$ cat config.mk
export PLATFORM = sky130hd
export DESIGN_NAME = quad_index_counter
export DESIGN_NICKNAME = d
export VERILOG_FILES = /design/src/rtl/qic_pkg.sv /design/src/rtl/qic_sync.sv /design/src/rtl/qic_quad_decode.sv /design/src/rtl/qic_index_latch.sv /design/src/rtl/qic_irq_seq.sv /design/src/rtl/quad_index_counter.sv
export SDC_FILE = /design/constraint.sdc
export NUM_CORES = 1
export LEC_CHECK = 0
export CORE_MARGIN = 1.5
export CORE_UTILIZATION = 44
export DETAILED_ROUTE_END_ITERATION = 12
export PLACE_DENSITY = 0.66
export SETUP_SLACK_MARGIN = 0.5
export SYNTH_ARGS = -nofsm -noshare
export SYNTH_HDL_FRONTEND = slang
export SYNTH_SLANG_ARGS = --single-unit
$ cat constraint.sdc
create_clock -name clk -period 4.6 [get_ports clk]
set_input_delay 0.92 -clock clk [delete_from_list [all_inputs] [get_ports clk]]
set_output_delay 0.92 -clock clk [all_outputs]
set_load 0.05 [all_outputs]
$ cat src/rtl/qic_pkg.sv
package qic_pkg;

    typedef enum logic [1:0] {
        PH_00 = 2'b00,
        PH_10 = 2'b10,
        PH_11 = 2'b11,
        PH_01 = 2'b01
    } phase_t;

    typedef enum logic [1:0] {
        STEP_NONE,
        STEP_UP,
        STEP_DOWN,
        STEP_BAD
    } step_t;

    typedef enum logic [1:0] {
        IRQ_IDLE,
        IRQ_FIRE,
        IRQ_REST
    } irq_state_t;

    // Next phase in the forward rotation 00 -> 10 -> 11 -> 01 -> 00
    function automatic phase_t phase_fwd(input phase_t p);
        unique case (p)
            PH_00:   phase_fwd = PH_10;
            PH_10:   phase_fwd = PH_11;
            PH_11:   phase_fwd = PH_01;
            PH_01:   phase_fwd = PH_00;
            default: phase_fwd = PH_00;
        endcase
    endfunction

endpackage

$ cat src/rtl/qic_sync.sv
module qic_sync #(
    parameter int WIDTH  = 3,
    parameter int STAGES = 2
) (
    input  logic             clk,
    input  logic             rst_n,
    input  logic [WIDTH-1:0] async_i,
    output logic [WIDTH-1:0] sync_o
);
    logic [WIDTH-1:0] stage_q [STAGES];

    generate
        for (genvar s = 0; s < STAGES; s++) begin : g_stage
            if (s == 0) begin : g_first
                always_ff @(posedge clk or negedge rst_n) begin
                    if (!rst_n) stage_q[0] <= '0;
                    else        stage_q[0] <= async_i;
                end
            end else begin : g_next
                always_ff @(posedge clk or negedge rst_n) begin
                    if (!rst_n) stage_q[s] <= '0;
                    else        stage_q[s] <= stage_q[s-1];
                end
            end
        end
    endgenerate

    assign sync_o = stage_q[STAGES-1];
endmodule

$ cat src/rtl/qic_quad_decode.sv
module qic_quad_decode
    import qic_pkg::*;
(
    input  logic       clk,
    input  logic       rst_n,
    input  logic       tick_i,
    input  logic [1:0] ab_i,
    output step_t      step_o
);
    phase_t state_q, state_d, seen;

    assign seen = phase_t'(ab_i);

    // State register: the phase accepted at the last tick
    always_ff @(posedge clk or negedge rst_n) begin
        if (!rst_n) state_q <= PH_00;
        else        state_q <= state_d;
    end

    // Transitions: forward, backward, hold, illegal (all taken on a tick)
    always_comb begin
        state_d = state_q;
        if (tick_i) begin
            unique case (state_q)
                PH_00, PH_10, PH_11, PH_01: state_d = seen;
                default:                    state_d = PH_00;
            endcase
        end
    end

    // Output: direction of the move against the accepted phase
    always_comb begin
        if (seen == state_q)                 step_o = STEP_NONE;
        else if (seen == phase_fwd(state_q)) step_o = STEP_UP;
        else if (state_q == phase_fwd(seen)) step_o = STEP_DOWN;
        else                                 step_o = STEP_BAD;
    end
endmodule

$ cat src/rtl/qic_index_latch.sv
module qic_index_latch (
    input  logic clk,
    input  logic rst_n,
    input  logic z_i,
    input  logic en_i,
    input  logic rise_i,
    input  logic tick_i,
    output logic pend_o
);
    typedef enum logic {IDX_IDLE, IDX_PEND} idx_state_t;

    idx_state_t state_q, state_d;
    logic       z_q;
    logic       hit;

    always_ff @(posedge clk or negedge rst_n) begin
        if (!rst_n) z_q <= 1'b0;
        else        z_q <= z_i;
    end

    assign hit = en_i && (rise_i ? (z_i && !z_q) : (!z_i && z_q));

    always_ff @(posedge clk or negedge rst_n) begin
        if (!rst_n) state_q <= IDX_IDLE;
        else        state_q <= state_d;
    end

    // set: IDLE->PEND on an edge; merge: PEND stays on an edge;
    // apply: PEND->IDLE on a tick with no fresh edge
    always_comb begin
        state_d = state_q;
        unique case (state_q)
            IDX_IDLE: if (hit) state_d = IDX_PEND;
            IDX_PEND: if (!hit && tick_i) state_d = IDX_IDLE;
            default:  state_d = IDX_IDLE;
        endcase
    end

    always_comb pend_o = (state_q == IDX_PEND);

    a_r6_disabled_no_pend: assert property (@(posedge clk) disable iff (!rst_n)
        (!en_i && !pend_o) |=> !pend_o);
endmodule

$ cat src/rtl/qic_irq_seq.sv
module qic_irq_seq
    import qic_pkg::*;
#(
    parameter int OWED_MAX = 3
) (
    input  logic       clk,
    input  logic       rst_n,
    input  logic [1:0] ev_i,
    output logic       irq_o
);
    localparam int OWED_W = $clog2(OWED_MAX + 1);

    irq_state_t        state_q, state_d;
    logic [OWED_W-1:0] owed_q;
    logic [OWED_W+1:0] sum;
    logic              take;

    always_ff @(posedge clk or negedge rst_n) begin
        if (!rst_n) begin
            state_q <= IRQ_IDLE;
            owed_q  <= '0;
        end else begin
            state_q <= state_d;
            owed_q  <= (sum > (OWED_W+2)'(OWED_MAX)) ? OWED_W'(OWED_MAX)
                                                     : sum[OWED_W-1:0];
        end
    end

    // issue: IDLE->FIRE, rest: FIRE->REST, reissue: REST->FIRE, drain: REST->IDLE
    always_comb begin
        take    = 1'b0;
        state_d = state_q;
        unique case (state_q)
            IRQ_IDLE: if (owed_q != '0) begin take = 1'b1; state_d = IRQ_FIRE; end
            IRQ_FIRE: state_d = IRQ_REST;
            IRQ_REST: begin
                if (owed_q != '0) begin take = 1'b1; state_d = IRQ_FIRE; end
                else state_d = IRQ_IDLE;
            end
            default:  state_d = IRQ_IDLE;
        endcase
        sum = (OWED_W+2)'(owed_q) + (OWED_W+2)'(ev_i) - (OWED_W+2)'(take);
    end

    always_comb irq_o = (state_q == IRQ_FIRE);

    a_r9_pulse_gap: assert property (@(posedge clk) disable iff (!rst_n)
        irq_o |=> !irq_o);
endmodule

$ cat src/rtl/quad_index_counter.sv
module quad_index_counter
    import qic_pkg::*;
#(
    parameter int CNT_W       = 16,
    parameter int SYNC_STAGES = 2,
    parameter int OWED_MAX    = 3
) (
    input  logic             clk,
    input  logic             rst_n,
    input  logic             phase_a_i,
    input  logic             phase_b_i,
    input  logic             index_i,
    input  logic             tick_i,
    input  logic             idx_en_i,
    input  logic             idx_rise_i,
    output logic [CNT_W-1:0] count_o,
    output logic             irq_o
);
    localparam logic [CNT_W-1:0] CNT_TOP = {CNT_W{1'b1}};

    logic [2:0]       raw, synced;
    step_t            step;
    logic             pend;
    logic             wrap;
    logic [1:0]       ev;
    logic [CNT_W-1:0] count_q;

    assign raw = {phase_a_i, phase_b_i, index_i};

    qic_sync #(.WIDTH(3), .STAGES(SYNC_STAGES)) u_sync (
        .clk, .rst_n, .async_i(raw), .sync_o(synced)
    );

    qic_quad_decode u_dec (
        .clk, .rst_n, .tick_i, .ab_i(synced[2:1]), .step_o(step)
    );

    qic_index_latch u_idx (
        .clk, .rst_n, .z_i(synced[0]), .en_i(idx_en_i), .rise_i(idx_rise_i),
        .tick_i, .pend_o(pend)
    );

    always_comb begin
        wrap = tick_i && ((step == STEP_UP   && count_q == CNT_TOP) ||
                          (step == STEP_DOWN && count_q == '0));
        ev   = tick_i ? (2'(pend) + 2'(wrap)) : 2'd0;
    end

    always_ff @(posedge clk or negedge rst_n) begin
        if (!rst_n) begin
            count_q <= '0;
        end else if (tick_i) begin
            if (pend)                   count_q <= '0;
            else if (step == STEP_UP)   count_q <= count_q + 1'b1;
            else if (step == STEP_DOWN) count_q <= count_q - 1'b1;
        end
    end

    qic_irq_seq #(.OWED_MAX(OWED_MAX)) u_irq (
        .clk, .rst_n, .ev_i(ev), .irq_o
    );

    assign count_o = count_q;

    a_r4_hold_without_tick: assert property (@(posedge clk) disable iff (!rst_n)
        !tick_i |=> $stable(count_o));
    a_r8_index_clears: assert property (@(posedge clk) disable iff (!rst_n)
        (tick_i && pend) |=> (count_o == '0));
    a_r5_wrap_up: assert property (@(posedge clk) disable iff (!rst_n)
        (tick_i && !pend && step == STEP_UP && count_o == CNT_TOP) |=> (count_o == '0));
    a_r3_bad_holds: assert property (@(posedge clk) disable iff (!rst_n)
        (tick_i && !pend && step == STEP_BAD) |=> $stable(count_o));
endmodule

==> key figures, run 1 <==
Outcome
  – Outcome: finished, final reports clean

Floorplan
  – Number of core rows: 24
  – Vertical die dimension: 70.3 µm
  – Number of I/O pins: 25
  – Die outline width: 70.3 µm
  – Effective utilization at floorplan: 0.458
  – Area inside the core boundary: 0.00435 mm²
  – Die ar.: 0.00494 mm²

Worst setup path
  – Maximum fanout count along the critical path: 7
  – WP data arrival: 3.72 ns
  – Required time at the endpoint of the critical path: 4.77 ns
  – Crit end category: register
  – Sort of element at the start of the critical path: register
  – Worst setup path class: reg -> reg

STA
  – Max frequency: 282 MHz
  – Post-route minimum period: 3.54 ns
  – Worst hold-check slack: 0.347 ns
  – Hold violation total from the final report: 0
  – RSZ-0062 raised after global routing: no
  – Share of the clock period used by the worst path: 0.771
  – Worst slew margin relative to its limit: 0.608
  – Final Setup Violations: 0
  – Final worst clock skew: 0.0105 ns
  – Max-slew violation total from the final report: 0
  – Post-Route Setup TNS: 0 ns
  – Worst-Margin Slew: 0.583 ns

CTS
  – Clk sink count: 30
  – CTS Buf Count: 5
  – CTS tree: done
  – Count of buffers added by post-CTS timing repair for setup: 0
  – H-tree depth reported by CTS: 2
  – Source-to-sink clock delay at the later pin of the worst-skew pair: 0.29 ns
  – Register clock-pin slew on the reported worst setup and hold paths: 0.06 ns
  – Cts hold-fix bufs: 0
  – CTS Root Cell: sky130_fd_sc_hd__clkbuf_8
  – # resized after CTS: 0
  – Number of buffers on the longest clock path: 2

Placed design
  – Routability cong.: 0.887
  – Total placed cells including tap cells: 289
  – Port Buf Inserts: 24
  – Post-placement cell area: 0.00230 mm²
  – Hpwl dp: 3150 µm

Global route
  – Largest net degree at the start of global routing: 31
  – Global-route wire length before repair: 7430 µm
  – Total global-route track usage: 0.189
  – Leftover overflow at the end of global routing: 0
  – Initial antenna violation count: 0
  – Vias in the first global route: 1569

Synthesis
  – Number of enable flip-flop cells after synthesis: 0
  – Synthesized-area fraction occupied by xor and xnor cells: 0.0395
  – Number of unique standard cell types used by synthesis: 44
  – Mean Syn Cell Area: 9.27 µm²
  – Adder-cell share of the synthesized area: 0.146
  – Prevailing post-synth register cell: sky130_fd_sc_hd__dfrtp_1
  – Fraction of the mapped netlist area in simple logic gates: 0.204
  – Cell area after synthesis: 0.00199 mm²
  – Largest family of logic cells by synthesized area: simple AND/OR/NAND/NOR gates
  – Top cells by area, synth: sky130_fd_sc_hd__dfrtp_1 (38%), sky130_fd_sc_hd__ha_1 (13%), sky130_fd_sc_hd__nand2_1 (4.1%)
  – Post-synthesis sequential area ratio: 0.377
  – Register bit total from synthesis: 30
  – Fraction of synthesized area in multiplexers: 0.0163
  – Post-synth top area cell: sky130_fd_sc_hd__dfrtp_1
  – Synthesized Nets: 245
  – Yosys top cell area share: 0.377
  – Share of async-settable or async-resettable flops after synthesis: 1.00
  – Synth Area in Compound Gates: 0.191
  – Number of instances in the synthesized netlist: 215
  – Warning count from the yosys run: 0

Detailed routing
  – Final wirelength: 4340 µm
  – Drt pass-1 iters: 4
  – Via-to-Cell Ratio: 5.64
  – Drt drc: 0
  – Initial detailed-routing violation count: 110
  – Antenna-violating nets left: 0
  – Number of vias after detailed routing: 1676
  – Final routed wire length divided by cell count: 14.6 µm

Power and ir drop
  – Power per standard cell area: 781 mW/mm²
  – Peak ir drop on the vdd network: 0.414 mV
  – Overall Power: 1.88 mW
  – Static leakage: 1.05 nW

Min path
  – Hold Crit Class: reg -> reg

Cells and area
  – Non-Filler Cell Area, Final: 0.00241 mm²
  – Final Net Count: 274
  – Leading cell types in the layout, fill and taps excluded: sky130_fd_sc_hd__dfrtp_1 (30), sky130_fd_sc_hd__clkdlybuf4s50_1 (24), sky130_fd_sc_hd__nand2_1 (22)
  – Most common cell after layout, fill and taps aside: sky130_fd_sc_hd__dfrtp_1
  – Area grow syn2layout: 20.8%
  – Number of diodes added for antenna fixing: 0
  – Layout cells sized above 1: 0.0531
  – Final Non-Filler Cells: 297

Run
  – Max-Cap Viols: 0
-- cell type report --
type	count	area [µm²]
well taps	52	65.1
fillers	411	1950
flip-flops and latches	30	751
multi-input cells	171	1190
repair buffers	26	255
clock buffers	8	110
inverters	10	37.5
-- report_power, final --
| group | total, mW | internal, mW | switching (mW) |
|---|---|---|---|
| logic | 1.15 | 0.460 | 0.694 |
| registers | 0.472 | 0.353 | 0.120 |
| clock network | 0.256 | 0.151 | 0.105 |
| total | 1.88 | 0.964 | 0.918 |
-- logic make-up after synthesis --
| group | Yosys count |
|---|---|
| AND/OR/NAND/NOR | 79 |
| buffers and inverters | 14 |
| multiplexers | 3 |
| flip-flops | 30 |
| AO/OA/AOI/OAI | 58 |
| XOR/XNOR | 9 |
| adder cells (fa/ha/maj) | 22 |
-- final timing paths --
kind	startpoint	end	slack (ns)	cells past startpoint
max	u_sync.sync_o[1]	u_irq.owed_q[0]	1.06	18
min	u_sync.stage_q[5]	u_sync.sync_o[2]	0.35	0
max reg2reg	u_sync.sync_o[1]	u_irq.owed_q[0]	1.06	18
min reg2reg	u_sync.stage_q[5]	u_sync.sync_o[2]	0.35	0
max in group asynchronous	rst_n	u_dec.state_q[1]	3.28	2
min in group asynchronous	rst_n	count_o[10]	1.03	2
-- worst max-delay path, stage by stage, from the launching register on --
cell and delay, ns:
sky130_fd_sc_hd__dfrtp_1 0.43, sky130_fd_sc_hd__nor2b_1 0.15, sky130_fd_sc_hd__o21ai_0 0.15, sky130_fd_sc_hd__o21a_1 0.16, sky130_fd_sc_hd__ha_1 0.14, sky130_fd_sc_hd__nor4b_1 0.21, sky130_fd_sc_hd__nand4_1 0.14, sky130_fd_sc_hd__nor3_1 0.15
sky130_fd_sc_hd__a31oi_1 0.08, sky130_fd_sc_hd__nor2b_1 0.13, sky130_fd_sc_hd__ha_1 0.23, sky130_fd_sc_hd__and2_1 0.14, sky130_fd_sc_hd__ha_1 0.18, sky130_fd_sc_hd__fa_1 0.49, sky130_fd_sc_hd__inv_1 0.06, sky130_fd_sc_hd__ha_1 0.20
sky130_fd_sc_hd__a211oi_1 0.22, sky130_fd_sc_hd__a21o_1 0.13, sky130_fd_sc_hd__nand2_1 0.06
-- per-stage QoR --
step           worst slack, ns   util
4_1_cts                   1.05  0.553
6_report                  1.06  0.553
2_1_floorplan             1.28      -
3_3_place_gp              1.11  0.528
5_1_grt                  0.688  0.553
3_5_place_dp              1.05  0.528
-- synth_stat cells, drive strengths merged, types with 5 or more instances --
library cell,instances
a21o,5
a21oi,9
dfrtp,30
ha,20
inv,10
nand2,22
nand4,9
nor2,15
nor2b,6
o21ai,17
o31ai,5
xnor2,5
-- metal layers --
layer | track usage | part of all wire
met1 | 0.261 | 0.50
met2 | 0.299 | 0.44
met3 | 0.0375 | 0.036
met4 | 0.0577 | 0.016
met5 | 0 | 0
-- flip-flops by register name (all words and copies together), names as in the netlist --
signal,cells
u_irq.owed_q,2
count_o,16
u_sync.sync_o,3
u_idx.z_q,1
u_dec.state_q,2
u_sync.stage_q,3
u_irq.state_q,2
u_idx.pend_o,1
(Power assumes the default switching activity.)
==> inputs of run 2 (changes only) <==
==> constraint.sdc (replaced) <==
create_clock -name clk -period 3.3 [get_ports clk]
set_input_delay 0.66 -clock clk [delete_from_list [all_inputs] [get_ports clk]]
set_output_delay 0.66 -clock clk [all_outputs]
set_load 0.05 [all_outputs]
==> run 2 against run 1 <==
Against the previous run:
- flip-flop and latch count unchanged
- worst setup slack worse by 1.0 ns
- non-clock buffer count up 12
- sequential share of layout area down 3.2 points
- largest power group unchanged
==> key figures, run 2 (same netlist as run 1, synthesis figures left out) <==
Outcome
  – Outcome: finished, final reports clean

Detailed routing
  – Initial detailed-routing violation count: 70 (-36%)
  – Final wirelength: 4860 µm (+12%)
  – Antenna-violating nets left: 0 (unchanged)
  – Via-to-Cell Ratio: 5.82 (+3.1%)
  – Drt drc: 0 (unchanged)
  – Number of vias after detailed routing: 1797 (+7.2%)
  – Drt pass-1 iters: 4 (unchanged)
  – Final routed wire length divided by cell count: 15.7 µm (+7.5%)

Global route
  – Global-route wire length before repair: 8320 µm (+12%)
  – Largest net degree at the start of global routing: 31 (unchanged)
  – Total global-route track usage: 0.213 (+0.0241)
  – Vias in the first global route: 1732 (+10%)
  – Leftover overflow at the end of global routing: 0 (unchanged)
  – Initial antenna violation count: 0 (unchanged)

Floorplan
  – Number of core rows: 24 (unchanged)
  – Area inside the core boundary: 0.00435 mm² (unchanged)
  – Number of I/O pins: 25 (unchanged)
  – Die outline width: 70.3 µm (unchanged)
  – Vertical die dimension: 70.3 µm (unchanged)
  – Die ar.: 0.00494 mm² (unchanged)
  – Effective utilization at floorplan: 0.458 (unchanged)

Placed design
  – Hpwl dp: 3240 µm (+3.0%)
  – Placement Setup Slack: -0.145 ns (-1.19 ns)
  – Routability cong.: 0.810 (-8.7%)
  – Total placed cells including tap cells: 294 (+1.7%)
  – Port Buf Inserts: 24 (unchanged)

Worst setup path
  – Slowest cell on the critical path: sky130_fd_sc_hd__fa_1
  – Crit end category: register
  – WP data arrival: 3.46 ns (-0.26 ns)
  – Worst path max stage delay: 0.49 ns (about the same)
  – Critical-path cell list: nor2b_4 > o21ai_1 > o21a_1 > ha_2 > nor4b_4 > nand4_1 > nor3_2 > a31oi_1 > nor2b_1 > ha_1 > and2_4 > ha_4 > fa_1 > inv_2 > ha_4 > a211oi_2 > a21o_1 > nand2_1
  – Required time at the endpoint of the critical path: 3.47 ns (-1.30 ns)
  – Sort of element at the start of the critical path: register
  – Capture instance of the worst register-to-register path: u_irq.owed_q[0]
  – Beginning of the worst register-to-register path: u_sync.sync_o[1]
  – Maximum fanout count along the critical path: 7 (unchanged)
  – Worst setup path class: reg -> reg
  – Worst r2r path cells: 18 (unchanged)
  – Most Frequent Cell on Critical Path: sky130_fd_sc_hd__ha_4
  – Worst R2R Setup Slack: 0.009 ns (-1.05 ns)

STA
  – Hold violation total from the final report: 0 (unchanged)
  – Share of the clock period used by the worst path: 0.997 (+0.227)
  – Max frequency: 304 MHz (+7.7%)
  – Worst slew margin relative to its limit: 0.656 (+0.0476)
  – Post-layout worst setup margin: 0.00883 ns (-1.05 ns)
  – Worst-Margin Slew: 0.516 ns (-0.0675 ns)
  – Max-slew violation total from the final report: 0 (unchanged)
  – Final worst clock skew: 0.00271 ns (-0.00783 ns)
  – Final Setup Violations: 0 (unchanged)
  – Post-Route Setup TNS: 0 ns (unchanged)
  – Post-route minimum period: 3.29 ns (-0.254 ns)
  – RSZ-0062 raised after global routing: yes

Cells and area
  – Area grow syn2layout: 35.0%
  – Most common cell after layout, fill and taps aside: sky130_fd_sc_hd__dfrtp_1
  – Layout cells sized above 1: 0.222 (+0.169)
  – Number of diodes added for antenna fixing: 0 (unchanged)
  – Max FFs per register: 16 (unchanged)
  – Leading cell types in the layout, fill and taps excluded: sky130_fd_sc_hd__dfrtp_1 (29), sky130_fd_sc_hd__clkdlybuf4s50_1 (24), sky130_fd_sc_hd__nand2_1 (22)
  – Final Non-Filler Cells: 309 (+4.0%)
  – Final cell utilization of the core: 0.618 (+0.0647)
  – Final Net Count: 286 (+4.4%)

Min path
  – Hold Crit Class: reg -> reg
  – Worst Hold Launch: u_sync.stage_q[5]
  – Hold path depth: 0 (unchanged)
  – Worst hold endpoint: u_sync.sync_o[2]

CTS
  – Number of buffers on the longest clock path: 2 (unchanged)
  – Cts hold-fix bufs: 0 (unchanged)
  – CTS Buf Count: 5 (unchanged)
  – H-tree depth reported by CTS: 2 (unchanged)
  – Source-to-sink clock delay at the later pin of the worst-skew pair: 0.28 ns (about the same)
  – Clk sink count: 30 (unchanged)
  – CTS Root Cell: sky130_fd_sc_hd__clkbuf_8
  – Register clock-pin slew on the reported worst setup and hold paths: 0.07 ns (about the same)
  – CTS tree: done

Run
  – Max-Cap Viols: 0 (unchanged)

Power and ir drop
  – Static leakage: 1.12 nW (+7.3%)
  – Peak ir drop on the vdd network: 0.569 mV (+37%)
  – Power per standard cell area: 1090 mW/mm² (+40%)
-- run 2: cell types whose count changed in the layout (fill, tap and decap cells not counted), sizes merged --
cell / delta
buf: +12
clkbuf: -2
clkinv: +1
clkinvlp: +1
-- run 2: metrics by stage --
step / hold WS (ns) / instance area [µm²] / total power, mW
global placement: 0.335 / 2360 / 2.30
floorplan: 0.331 / 2020 / 1.87
global route: 0.362 / 2690 / 3.18
finish: 0.357 / 2690 / 2.94
detailed placement: 0.338 / 2360 / 2.32
CTS: 0.352 / 2600 / 2.83
-- run 2: cell type report --
type / count / area, µm²
fillers: 361 / 1660
multi-input cells: 171 / 1380
flip-flops and latches: 30 / 752
repair buffers: 38 / 349
clock buffers: 6 / 82.6
well taps: 52 / 65.1
inverters: 10 / 45.0
clock inverters: 2 / 12.5
-- run 2: how the worst max path moves through the flow --
stage | start | slack [ns] | cells after the start | to
final | u_sync.sync_o[1] | 0.009 | 18 | u_irq.owed_q[0]
after global routing | u_sync.sync_o[1] | -0.31 | 18 | u_irq.owed_q[0]
after CTS | u_sync.sync_o[1] | -0.03 | 18 | u_irq.owed_q[0]
after detailed placement | u_sync.sync_o[1] | -0.15 | 20 | u_irq.owed_q[0]
after global placement | u_sync.sync_o[1] | 0.03 | 20 | u_irq.owed_q[0]
after floorplan | u_sync.sync_o[1] | 0.12 | 20 | u_irq.owed_q[0]
-- run 2: power breakdown --
group | internal, mW | switching (mW)
logic | 0.835 | 1.12
registers | 0.491 | 0.178
clock network | 0.168 | 0.149
-- run 2: critical path: cells and delay by family, from the launching register on --
kind,cells,cell delay (ns)
AOI/OAI and AO/OA,5,0.58
adders and majority gates,5,1.19
buffers and inverters,1,0.06
DFF,1,0.46
and+or+nand+nor,7,0.89
-- run 2: per-layer routing --
layer / vias up / track usage / share of wire
met5: - / 0 / 0
met4: 0 / 0.0684 / 0.021
met3: 9 / 0.0476 / 0.026
met2: 35 / 0.342 / 0.48
met1: 872 / 0.285 / 0.47
li1: 881 / - / -
-- run 2: repair_timing --
item,4_1_cts,5_1_grt
gates resized for setup,27,15
pin swaps,13,8
endpoints found under the setup margin,11,12
setup buffers,6,1
